File: config.mk
export PLATFORM = sky130hd
export DESIGN_NAME = flag_ofs_loader
export DESIGN_NICKNAME = d
export VERILOG_FILES = /design/src/rtl/flo_pkg.sv /design/src/rtl/flo_mode_latch.sv /design/src/rtl/flo_serial_chain.sv /design/src/rtl/flo_word_bank.sv /design/src/rtl/flag_ofs_loader.sv
export SDC_FILE = /design/constraint.sdc
export NUM_CORES = 1
export LEC_CHECK = 0
export ABC_AREA = 1
export BUFFER_PORTS_ARGS = -buffer_cell sky130_fd_sc_hd__buf_4
export CAP_MARGIN = 20
export CORE_ASPECT_RATIO = 0.9
export CORE_MARGIN = 3
export CORE_UTILIZATION = 48
export CTS_CLUSTER_DIAMETER = 200
export DETAILED_ROUTE_END_ITERATION = 16
export PLACE_DENSITY = 0.68
export SETUP_SLACK_MARGIN = 0.2
export SYNTH_ARGS = -nofsm -noshare
export SYNTH_HDL_FRONTEND = slang
export SYNTH_SLANG_ARGS = --single-unit
File: constraint.sdc
create_clock -name clk -period 1.9 [get_ports clk]
set_clock_uncertainty 0.05 [all_clocks]
set_input_delay 0.19 -clock clk [delete_from_list [all_inputs] [get_ports clk]]
set_output_delay 0.19 -clock clk [all_outputs]
set_load 0.05 [all_outputs]
File: src/rtl/flo_pkg.sv
package flo_pkg;

   typedef enum logic [1:0] {
      LD_PRESET   = 2'd0,
      LD_PARALLEL = 2'd1,
      LD_SERIAL   = 2'd2
   } ld_mode_e;

   localparam int SLOTS = 4;

   function automatic ld_mode_e decode_mode(input logic [2:0] code);
      case (code)
         3'b000:          return LD_PARALLEL;
         3'b110, 3'b111:  return LD_SERIAL;
         default:         return LD_PRESET;
      endcase
   endfunction

   // preset offsets are powers of two; return the exponent
   function automatic int unsigned preset_exp(input logic [2:0] code);
      case (code)
         3'b001:  return 3;
         3'b010:  return 4;
         3'b011:  return 6;
         3'b100:  return 8;
         3'b101:  return 10;
         default: return 0;
      endcase
   endfunction

endpackage

File: src/rtl/flo_mode_latch.sv
module flo_mode_latch
   import flo_pkg::*;
#(
   parameter int OFS_W = 14
) (
   input  logic             clk,
   input  logic             mrst_n,
   input  logic [2:0]       sel,
   output ld_mode_e         mode,
   output logic [OFS_W-1:0] preset_val,
   output logic             run
);

   ld_mode_e         mode_q;
   logic [OFS_W-1:0] pv_q;
   logic             run_q;

   always_ff @(posedge clk) begin
      if (!mrst_n) begin
         mode_q <= decode_mode(sel);
         pv_q   <= OFS_W'(1) << preset_exp(sel);
         run_q  <= 1'b0;
      end else begin
         run_q  <= 1'b1;
      end
   end

   assign mode       = mode_q;
   assign preset_val = pv_q;
   assign run        = run_q;


   mode_hold_chk: assert property (@(posedge clk) disable iff (!mrst_n)
      mrst_n |=> $stable(mode_q));

endmodule

File: src/rtl/flo_serial_chain.sv
module flo_serial_chain #(
   parameter int OFS_W = 14,
   parameter int SLOTS = 4
) (
   input  logic                   clk,
   input  logic                   mrst_n,
   input  logic                   enable,
   input  logic                   sen_n,
   input  logic                   sdat,
   output logic [SLOTS*OFS_W-1:0] chain,
   output logic                   full
);

   localparam int NBITS = SLOTS * OFS_W;
   localparam int CW    = $clog2(NBITS + 1);

   logic [NBITS-1:0] sh_q;
   logic [CW-1:0]    cnt_q;
   logic             go;

   assign full = (cnt_q == CW'(NBITS));
   assign go   = enable && !sen_n && !full;

   always_ff @(posedge clk) begin
      if (!mrst_n) begin
         sh_q  <= '0;
         cnt_q <= '0;
      end else if (go) begin
         sh_q  <= {sh_q[NBITS-2:0], sdat};
         cnt_q <= cnt_q + CW'(1);
      end
   end

   assign chain = sh_q;


   ser_cnt_bound_chk: assert property (@(posedge clk) disable iff (!mrst_n)
      cnt_q <= CW'(NBITS));


   ser_step_chk: assert property (@(posedge clk) disable iff (!mrst_n)
      go |=> (cnt_q == CW'($past(cnt_q) + CW'(1))));

endmodule

File: src/rtl/flo_word_bank.sv
module flo_word_bank #(
   parameter int OFS_W  = 14,
   parameter int DATA_W = 36,
   parameter int SLOTS  = 4
) (
   input  logic                   clk,
   input  logic                   mrst_n,
   input  logic                   enable,
   input  logic                   wr_en,
   input  logic [DATA_W-1:0]      wr_data,
   output logic [SLOTS*OFS_W-1:0] words,
   output logic                   full
);

   localparam int SW = $clog2(SLOTS + 1);

   logic [SW-1:0] slot_q;
   logic          go;
   logic          unused_hi;

   assign unused_hi = ^wr_data[DATA_W-1:OFS_W];
   assign full      = (slot_q == SW'(SLOTS));
   assign go        = enable && wr_en && !full;

   always_ff @(posedge clk) begin
      if (!mrst_n)  slot_q <= '0;
      else if (go)  slot_q <= slot_q + SW'(1);
   end

   for (genvar g = 0; g < SLOTS; g++) begin : g_slot
      logic [OFS_W-1:0] w_q;
      always_ff @(posedge clk) begin
         if (!mrst_n)                         w_q <= '0;
         else if (go && (slot_q == SW'(g)))   w_q <= wr_data[OFS_W-1:0];
      end
      assign words[(SLOTS-g)*OFS_W-1 -: OFS_W] = w_q;
   end


   slot_bound_chk: assert property (@(posedge clk) disable iff (!mrst_n)
      slot_q <= SW'(SLOTS));

endmodule

File: src/rtl/flag_ofs_loader.sv
module flag_ofs_loader
   import flo_pkg::*;
#(
   parameter int OFS_W  = 14,
   parameter int DATA_W = 36
) (
   input  logic              clk,
   input  logic              mrst_n,
   input  logic              prst_n,
   input  logic              cfg_sel2,
   input  logic              sen_n_sel1,
   input  logic              sdat_sel0,
   input  logic              wr_en,
   input  logic [DATA_W-1:0] wr_data,
   output logic [OFS_W-1:0]  af_ofs0,
   output logic [OFS_W-1:0]  ae_ofs0,
   output logic [OFS_W-1:0]  af_ofs1,
   output logic [OFS_W-1:0]  ae_ofs1,
   output logic              done
);

   localparam int CHAIN_W = SLOTS * OFS_W;

   if (OFS_W < 11) begin : g_bad_ofs
      $error("OFS_W must hold the largest preset (1024)");
   end
   if (OFS_W >= DATA_W) begin : g_bad_data
      $error("DATA_W must be wider than OFS_W");
   end

   ld_mode_e             mode;
   logic [OFS_W-1:0]     preset_val;
   logic                 run;
   logic [CHAIN_W-1:0]   ser_chain;
   logic [CHAIN_W-1:0]   par_chain;
   logic [CHAIN_W-1:0]   out_chain;
   logic                 ser_full;
   logic                 par_full;

   flo_mode_latch #(.OFS_W(OFS_W)) u_mode (
      .clk        (clk),
      .mrst_n     (mrst_n),
      .sel        ({cfg_sel2, sen_n_sel1, sdat_sel0}),
      .mode       (mode),
      .preset_val (preset_val),
      .run        (run)
   );

   flo_serial_chain #(.OFS_W(OFS_W), .SLOTS(SLOTS)) u_ser (
      .clk    (clk),
      .mrst_n (mrst_n),
      .enable ((mode == LD_SERIAL) && prst_n),
      .sen_n  (sen_n_sel1),
      .sdat   (sdat_sel0),
      .chain  (ser_chain),
      .full   (ser_full)
   );

   flo_word_bank #(.OFS_W(OFS_W), .DATA_W(DATA_W), .SLOTS(SLOTS)) u_par (
      .clk     (clk),
      .mrst_n  (mrst_n),
      .enable  ((mode == LD_PARALLEL) && prst_n),
      .wr_en   (wr_en),
      .wr_data (wr_data),
      .words   (par_chain),
      .full    (par_full)
   );

   always_comb begin
      case (mode)
         LD_SERIAL: begin
            out_chain = ser_chain;
            done      = ser_full;
         end
         LD_PARALLEL: begin
            out_chain = par_chain;
            done      = par_full;
         end
         default: begin
            out_chain = {SLOTS{preset_val}};
            done      = run;
         end
      endcase
   end

   assign af_ofs0 = out_chain[4*OFS_W-1 -: OFS_W];
   assign ae_ofs0 = out_chain[3*OFS_W-1 -: OFS_W];
   assign af_ofs1 = out_chain[2*OFS_W-1 -: OFS_W];
   assign ae_ofs1 = out_chain[1*OFS_W-1 -: OFS_W];


   done_sticky_chk: assert property (@(posedge clk) disable iff (!mrst_n)
      done |=> done);


   frozen_after_done_chk: assert property (@(posedge clk) disable iff (!mrst_n)
      done |=> $stable({af_ofs0, ae_ofs0, af_ofs1, ae_ofs1}));


   prst_hold_chk: assert property (@(posedge clk) disable iff (!mrst_n)
      !prst_n |=> $stable({af_ofs0, ae_ofs0, af_ofs1, ae_ofs1}));


   reset_clears_done_chk: assert property (@(posedge clk)
      !mrst_n |=> !done);

endmodule

== Word-level counts from Yosys, hierarchy flattened ==
Index checks and enable logic that the tools add are counted.
Cells by class
  add/sub/neg operators: 2
  eq/ne operators: 14
  shifts and indexed selects: 1
  mux-type cells: 6
  reduce and logical (&&, ||, !) cells: 16
Operators by type and width (number)
  case mux 56 bit (2 select lines): 1
  two-way mux 32 bit: 1
  left shift 1 x 32 -> 14 bit (first input constant): 1
  case mux 4 bit (5 select lines): 1
  == test 3 bit (second input constant): 5
  == test 3 x 2 -> 1 bit (second input constant): 4
  logical AND 1 bit: 10
  adder 6 x 1 -> 6 bit (second input constant): 1
  == test 3 x 1 -> 1 bit (second input constant): 2
  == test 6 bit (second input constant): 1
  logical NOT 3 bit: 2
  case mux 2 bit (2 select lines): 1
  adder 3 x 1 -> 3 bit (second input constant): 1
  logical NOT 1 bit: 3
  == test 2 x 1 -> 1 bit (second input constant): 1
  == test 2 bit (second input constant): 1
  case mux 1 bit (2 select lines): 1
  OR reduction 2 bit: 1
  two-way mux 1 bit: 1
Storage, ports and cells
  bits in registers: 138
  bits of input ports: 43
  output and inout port bits: 57
  logic and storage cells: 49

== Logic depth before layout (Yosys ltp) ==
Gate-level depths: netlist (run 1).
  depth in word-level cells: 5
  mapped depth: 10
  mapped depth without buffers: 9

== Cells and area by module ==
From an unflattened synthesis (run 1), not the netlist that was laid out.
Second synthesis, totals
  cell total of the unflattened synthesis: 1051
  area total of the unflattened synthesis: 7060.5 sq um
Modules (own cells, without submodules)
  flo_word_bank: instances 1, cells an instance 382, area each 2673.8 sq um, sequential area each 1181.1 sq um
  flo_serial_chain: instances 1, cells an instance 306, area each 2503.7 sq um, sequential area each 1241.2 sq um
  flag_ofs_loader: instances 1, cells an instance 329, area each 1306.3 sq um, sequential area each 0.0 sq um
  flo_mode_latch: instances 1, cells an instance 34, area each 576.8 sq um, sequential area each 500.5 sq um

== Least setup slack after synthesis (run 1) ==
No wires, ideal clock.
  path kind: reg2out
  start: reg u_mode.mode_q[1] (netlist: u_mode.mode[1])
  end: out done
  arrival: 1.867 ns
  path slack: -0.207 ns
  stages on the path, launching flop included: 7
  buffers on the path: 2
  cells stage by stage: edfxtp_1 -> inv_1 -> ha_1 -> buf_2 -> buf_2 -> nand2_1 -> a31oi_1
On the way
  word-level cells in the longest chain between the ends: 2
  elaborated cells on any way between the ends: 3
  those cells by class: 2 x eq/ne; 1 x mux
Ends and longest elaborated chain
  from (decl): line flo_mode_latch.sv:14  | ld_mode_e mode_q;
  from (signal assigned): line flo_mode_latch.sv:20  | mode_q <= decode_mode(sel);
  == test 2 x 1 -> 1 bit or == test 2 bit (tied branches): line flag_ofs_loader.sv:70  | case (mode)
  case mux 1 bit (2 select lines) (*): line flag_ofs_loader.sv:70
  to (decl): line flag_ofs_loader.sv:19  | output logic done
Every way passes the cells marked *; elsewhere a longest branch is shown, timed or not.

== Final worst setup path (run 1) ==
  start: reg u_mode.mode_q[1] (netlist: u_mode.mode[1])
  end: out af_ofs0[8]
On the way
  word-level cells in the longest chain between the ends: 2
  elaborated cells on any way between the ends: 3
  those cells by class: 2 x eq/ne; 1 x mux
Ends and longest elaborated chain
  == test 2 x 1 -> 1 bit or == test 2 bit (tied branches): line flag_ofs_loader.sv:70
  case mux 56 bit (2 select lines) (*): line flag_ofs_loader.sv:70
  to (decl): line flag_ofs_loader.sv:15  | output logic [OFS_W-1:0] af_ofs0,
Marks and branches as above.

==> impl_metrics.tcl, run 1 <==
set metrics [dict create \
    drive_gt1_share_pct 29.5 \
    grt_pass1_vias 5957 \
    synth_seq_cells 138 \
    start_util_pct 50.0 \
    hold_class "primary input to register" \
    die_area_sq_um 14200 \
    yosysTopAreaCell "dfxtp_1" \
    cts_buffers 17 \
    synth_edf_count 16 \
    yosysSeqAreaShare_pct 47.6 \
    finish.net_count 989 \
    clk_path_buf_depth 2 \
    cts_root_buf "clkbuf_16" \
    whs_ns 0.0400 \
    yosys_warnings 0 \
    ir_drop_mv 0.678 \
    synth-main-ff-cell "dfxtp_1" \
    drv_cap 0 \
    synth.distinct_cells 28 \
    crit_chain "buf_6 > ha_4 > clkbuf_16 > nand2_4 > buf_12 > nand2_4 > buf_8" \
    fin_total_pwr_mw 8.45 \
    crit_required_ns 1.66 \
    post_drt_wl_per_cell_um 20.1 \
    cp.arrival_ns 1.95 \
    pwr-share-comb_pct 27.0 \
    clkTransAtPathRegs_ns 0.06 \
    synth-async-reset-ratio_pct 0 \
    yosysTopAreaCellShare_pct 39.8 \
    p_leak_nw 3.75 \
    syn2layout_area_growth_pct 48.2 \
    antenna_found_initial 0 \
    cts_tree "built" \
    critPathMaxFanout 5 \
    path_delay_family "buffers and inverters" \
    critical-path-slowest-cell "edfxtp_1" \
    synth.area.top_cells "dfxtp_1 40%, nor2_1 13%, nand2_1 12%" \
    cts.sinks 138 \
    antenna_left 0 \
    num_rows 38 \
    die_h_um 113 \
    grt.overflow.total 0 \
    crit_type "register to output pin" \
    synth.avg_cell_area_sq_um 7.36 \
    min_period_over_period_pct 115 \
    syn_area_sq_um 6140 \
    place_congestion 0.932 \
    n_antenna_cell 0 \
    switching_share_pct 31.8 \
    vias_per_cell 5.78 \
    insertion_delay_ns 0.42 \
    drt_iter0_drc 936 \
    min_period_ns 2.19 \
    tns_ns -14.11 \
    crit_path_start_kind "register" \
    max_slew_margin_pct 32.5 \
    p_seq_share_pct 37.0 \
    status "finished with violations" \
    grt_max_degree 106 \
    violations "setup timing" \
    rsz0062_at_grt "yes" \
    dr.pass1.iters 5 \
    p_sw_mw 2.69 \
    grt_pass1_wl_mm 31.6 \
    synth_cells 834 \
    crit_path_frequent_cell "nand2_4" \
    clkPwrFrac_pct 36.1 \
    end_kind "output pin" \
    finalHoldViolations 0 \
    h-tree-depth 4 \
    layout_setup_ws_ns -0.286 \
    core_region_area_sq_um 12300 \
    dieWidth_um 125 \
    ios 100 \
    grtUsageTotal_pct 28.9 \
    port-buffer-count 77 \
    drc 0 \
    tightest_slew_ns 1.01 \
    slowest_delay_ns 0.41 \
    max_freq_mhz 457 \
    cp_num_buf_inv 4 \
    p_int_mw 5.76 \
    vias 6401 \
    wl_mm 22.2 \
    setup_viol 89 \
    dpl.hpwl_mm 12.3 \
    slew_violations 0 \
    p_per_area_nw_per_um2 929 \
]
[path summary, 6_finish.rpt]
| check | from | end | slack [ns] | depth (start not counted) |
|---|---|---|---|---|
| setup reg to reg | u_mode.mode[0]$_SDFFCE_PN0N_ | u_ser.chain[4]$_SDFFE_PN0P_ | -0.08 | 9 |
| hold / removal | wr_data[13] | u_par.g_slot[1].w_q[13]$_SDFFE_PN0P_ | 0.04 | 3 |
| hold reg to reg | u_par.g_slot[3].w_q[0]$_SDFFE_PN0P_ | u_par.g_slot[3].w_q[0]$_SDFFE_PN0P_ | 0.42 | 2 |
| setup / recovery | u_mode.mode[1]$_SDFFCE_PN0N_ | af_ofs0[8] | -0.29 | 7 |
[sequential cells by signal (all words and copies together), names as in the netlist]
| register | count |
|---|---|
| u_par.g_slot.w_q | 56 |
| u_ser.chain | 56 |
| u_mode.preset_val | 14 |
| u_ser.cnt_q | 6 |
| u_par.slot_q | 3 |
| u_mode.mode | 2 |
| u_mode.run | 1 |
[worst register-to-register path, delay by kind of cell, from the launching register on]
family | cells | cell delay (ns)
buffers and inverters | 4 | 0.63
flip-flops | 1 | 0.44
AND/OR/NAND/NOR | 3 | 0.33
adder cells (fa/ha/maj) | 1 | 0.23
AO/OA/AOI/OAI | 1 | 0.19
[kinds of logic (layout without fill, tap and decap cells)]
| group | count (synthesis) | count (layout) | synth area share [%] |
|---|---|---|---|
| other | 1 | 8 | 0.0611 |
| buffers and inverters | 78 | 184 | 5.87 |
| DFF | 138 | 138 | 47.6 |
| and+or+nand+nor | 438 | 439 | 28.0 |
| adders and majority gates | 9 | 9 | 1.84 |
| xor gates and xnor gates | 2 | 2 | 0.286 |
| AOI/OAI and AO/OA | 168 | 168 | 16.4 |
[repair_timing]
action | in CTS | in global routing
hold buffers | 1 | 0
pin swaps | 20 | 22
endpoints found under the hold margin | 1 | 0
setup buffers | 9 | 2
setup endpoints to repair | 154 | 172
gates resized for setup | 163 | 131
cloned | 7 | 7
[placed cells by master (no fill, tap or decap), types with 19 or more instances in the layout]
cell       synthesis  routed
nor2_1           205     204
dfxtp_1          122     120
nand2_1          197     111
o21ai_1           21      56
nand2_2            3      48
buf_8              0      45
a22o_1            42      42
nand2_4            1      40
o21ai_0           83      39
buf_4              7      34
clkbuf_16          0      22
a21oi_1           20      20
nand3_1           21      19
[layer usage]
metal	GRT usage (%)	up-vias	share of wire, %
met5	0	-	0
met4	13.8	0	4.3
met3	7.08	63	9.7
met2	45.6	378	46
met1	37.3	3038	40
li1	-	2922	-
[Yosys cell counts (all sizes together), types with 9 or more instances]
| cell | instances |
|---|---|
| a22o | 42 |
| clkbuf | 20 |
| nand3 | 23 |
| dfxtp | 122 |
| edfxtp | 16 |
| inv | 24 |
| nor2 | 208 |
| buf | 33 |
| ha | 9 |
| o21ai | 104 |
| a21oi | 21 |
| nand2 | 201 |
[power groups by stage]
stage                     clock (mW)  combinational [mW]  sequential, mW
after detailed placement           0                1.63            3.16
after floorplan                    0                1.02            3.15
after global placement             0                1.61            3.16
after global routing            3.20                2.35            3.13
after CTS                       3.07                2.02            3.11
final                           3.05                2.28            3.12
[through the flow]
step / utilization [%] / area [sq um] / worst slack, ns / instances
after global placement: 58.6 / 7190 / 0.0443 / 1052
after floorplan: - / 6280 / 0.119 / 841
after detailed placement: 58.6 / 7190 / 0.0115 / 1052
after global routing: 74.1 / 9090 / -0.320 / 1108
after CTS: 69.5 / 8530 / -0.252 / 1099
final: 74.1 / 9090 / -0.286 / 1108
[final cells by class]
class / count / area (sq um)
Clock buffer: 23 / 498
Fill cell: 894 / 3180
Timing Repair inverter: 1 / 11.3
Clock inverter: 7 / 42.5
Timing Repair Buffer: 128 / 1820
Multi-Input combinational cell: 626 / 3470
Sequential cell: 138 / 2930
Inverter: 25 / 121
Tap cell: 160 / 200
No activity file was read; power rests on OpenSTA's default activity.
==> run 2, diff against run 1 <==
Settings changed: MAX_ROUTING_LAYER set to met4, PLACE_DENSITY 0.68 to 0.67, SYNTH_HIERARCHICAL set to 1.
==> run 2 against run 1 <==
Against the previous run:
- the flow still finishes with violations (setup timing)
- global-route usage shrank 0.47 points
- combinational power shrank 2%
- total power fell by 2.5%
- worst hold slack better by 0.0031 ns
- routed wire length rose by 17%
- first-iteration DRC count increased by 17%
- sequential share of layout area fell by 4.7 points
- fmax is 0.22% higher
- worst setup slack improved by 0.0048 ns
- critical path depth shrank 1
- clock power shrank 3%
- critical endpoint is now af_ofs0[12]
- largest power group unchanged
==> impl_metrics.tcl, run 2 <==
set metrics [dict create \
    status "finished with violations" \
    violations "setup timing" \
    fin_util_pct 74.9 \
    placed_cell_area_sq_um 7970 \
    dieWidth_um 134 \
    grtUsageTotal_pct 28.4 \
    cts_tree "built" \
    yosysTopAreaCellShare_pct 34.6 \
    syn_area_sq_um 7060 \
    most-common-layout-cells "281 x nand2_1, 122 x nand2_2, 121 x dfxtp_1" \
    place_congestion 0.851 \
    vias 7655 \
    dpl.hpwl_mm 14.1 \
    insertion_delay_ns 0.43 \
    dr.pass1.iters 6 \
    drt_iter0_drc 1096 \
    grt_pass1_vias 6441 \
    dp_slack_ns -0.0146 \
    clk_path_buf_depth 2 \
    layout_setup_ws_ns -0.281 \
    wl_mm 26.0 \
    yosysSeqAreaShare_pct 41.4 \
    post_drt_wl_per_cell_um 18.9 \
    finalHoldViolations 0 \
    cp.arrival_ns 1.94 \
    crit_chain "inv_1 > ha_4 > nand2_1 > buf_4 > nand2_2 > buf_6" \
    fillCellCount 1015 \
    slew_violations 0 \
    hp-start "sdat_sel0" \
    cts_root_buf "clkbuf_16" \
    min_period_over_period_pct 115 \
    start_util_pct 49.7 \
    synth_cells 1051 \
    cts.sinks 138 \
    slowest_delay_ns 0.41 \
    final_common_cell "nand2_1" \
    synth-main-ff-cell "dfxtp_1" \
    cp_num_buf_inv 3 \
    crit_path_start_kind "register" \
    tightest_slew_ns 0.705 \
    drc 0 \
    drive_gt1_share_pct 37.3 \
    grt.overflow.total 0 \
    synth.most_common_cell "nand2_1" \
    crit_type "register to output pin" \
    ir_drop_mv 0.674 \
    min_period_ns 2.18 \
    finish.net_count 1228 \
    rsz0062_at_grt "yes" \
    cts_buffers 17 \
    p_leak_nw 4.67 \
    multi_input_area_sq_um 4330 \
    critical-path-slowest-cell "edfxtp_1" \
    antenna_found_initial 0 \
    synth.area.top_cells "dfxtp_1 35%, nand2_1 23%, nand3_1 7.5%" \
    hold_class "primary input to register" \
    num_rows 41 \
    port-buffer-count 77 \
    max_slew_margin_pct 53.0 \
    antenna_left 0 \
    clkTransAtPathRegs_ns 0.06 \
    core_region_area_sq_um 14200 \
    h-tree-depth 4 \
    synth.avg_cell_area_sq_um 6.72 \
    path_delay_family "buffers and inverters" \
    yosysTopAreaCell "dfxtp_1" \
    synth_common_cells "437 x nand2_1, 122 x dfxtp_1, 112 x nor2_1, 106 x nand3_1, 69 x inv_1" \
    die_area_sq_um 16200 \
    p_per_area_nw_per_um2 774 \
    vias_per_cell 5.56 \
    max_freq_mhz 458 \
    synth_seq_cells 138 \
    ios 100 \
    synth.distinct_cells 28 \
    syn2layout_area_growth_pct 50.7 \
    cp-startpoint "u_mode/mode[0]$_SDFFCE_PN0N_" \
    synth_edf_count 16 \
    crit_required_ns 1.66 \
    grt_max_degree 60 \
    die_h_um 121 \
    drv_cap 0 \
    yosys_warnings 6 \
    stdcell_area_sq_um 10600 \
    critPathMaxFanout 6 \
    synth-async-reset-ratio_pct 0 \
    setup_viol 171 \
    end_kind "output pin" \
    timing.rr.start "u_mode/mode[0]$_SDFFCE_PN0N_" \
    seq_area_sq_um 2920 \
    grt_pass1_wl_mm 34.6 \
    fin_total_pwr_mw 8.24 \
    n_antenna_cell 0 \
]
[run 2: cell count changes in the layout (fill, tap and decap cells not counted), moves of 50 or more]
cell     change
inv_1       +50
nand2_1    +170
nand2_2     +74
nand3_1     +50
nor2_1     -102
o21ai_1     -56
[run 2: per-layer routing]
layer  vias to the layer above  track usage [%]  wire, um
met4                         0             10.2       744
met1                      3581             38.2     10400
met3                        67             4.93      2490
li1                       3536                -         -
met2                       471             43.3     12300
met5                         -                -         0
[run 2: per-stage QoR]
| stage | hold WS (ns) | cells | TNS, ns |
|---|---|---|---|
| floorplan | 0.168 | 1058 | 0 |
| global placement | 0.358 | 1300 | 0 |
| detailed placement | 0.359 | 1300 | -0.0240 |
| CTS | 0.0339 | 1344 | -9.40 |
| global route | 0.0426 | 1378 | -31.26 |
| finish | 0.0431 | 1378 | -22.76 |
[run 2: final cells by class]
class                      count  share of cell area, %
inverter                      75                   2.99
clock buffer                  25                   4.66
timing repair inverter         1                  0.153
multi-input combinational    777                   40.7
sequential                   138                   27.5
timing repair buffer         166                   21.6
clock inverter                 3                  0.165
tap                          193                   2.27
[run 2: path summary, 6_finish.rpt]
| check | end | slack, ns | cells past startpoint |
|---|---|---|---|
| worst max register to register | u_ser/chain[23]$_SDFFE_PN0P_ | -0.17 | 10 |
| worst max-delay path | af_ofs0[12] | -0.28 | 6 |
| worst min register to register | u_par/g_slot[0].w_q[2]$_SDFFE_PN0P_ | 0.42 | 2 |
| worst min-delay path | u_ser/chain[0]$_SDFFE_PN0P_ | 0.04 | 3 |
[run 2: worst min-delay path, cell delays in order]
cell and delay (ns):
buf_4 0.14, nand3_1 0.08, a21oi_1 0.06
[run 2: repair_timing]
action,4_1_cts,5_1_grt
endpoints found under the hold margin,1,0
pin swaps,6,52
gates cloned,7,19
resized for setup,190,197
hold buffers,1,0
setup endpoints to repair,135,178
buffers inserted,8,15
[run 2: cells by family (layout without fill, tap and decap cells)]
logic type                 Yosys count  count (layout)  share of synthesized area, %
DFF                                138             138                          41.4
AOI/OAI and AO/OA                   61              61                          4.86
xor gates and xnor gates             1               1                         0.124
buffers and inverters              144             270                          10.6
and+or+nand+nor                    697             698                          41.4
other                                1               8                        0.0531
adders and majority gates            9               9                          1.59
[run 2: report_power, final]
group          switching, mW  internal, mW  total [mW]
clock                   1.19          1.77        2.96
combinational           1.37         0.870        2.24
sequential            0.0386          3.00        3.04
total                   2.60          5.64        8.24
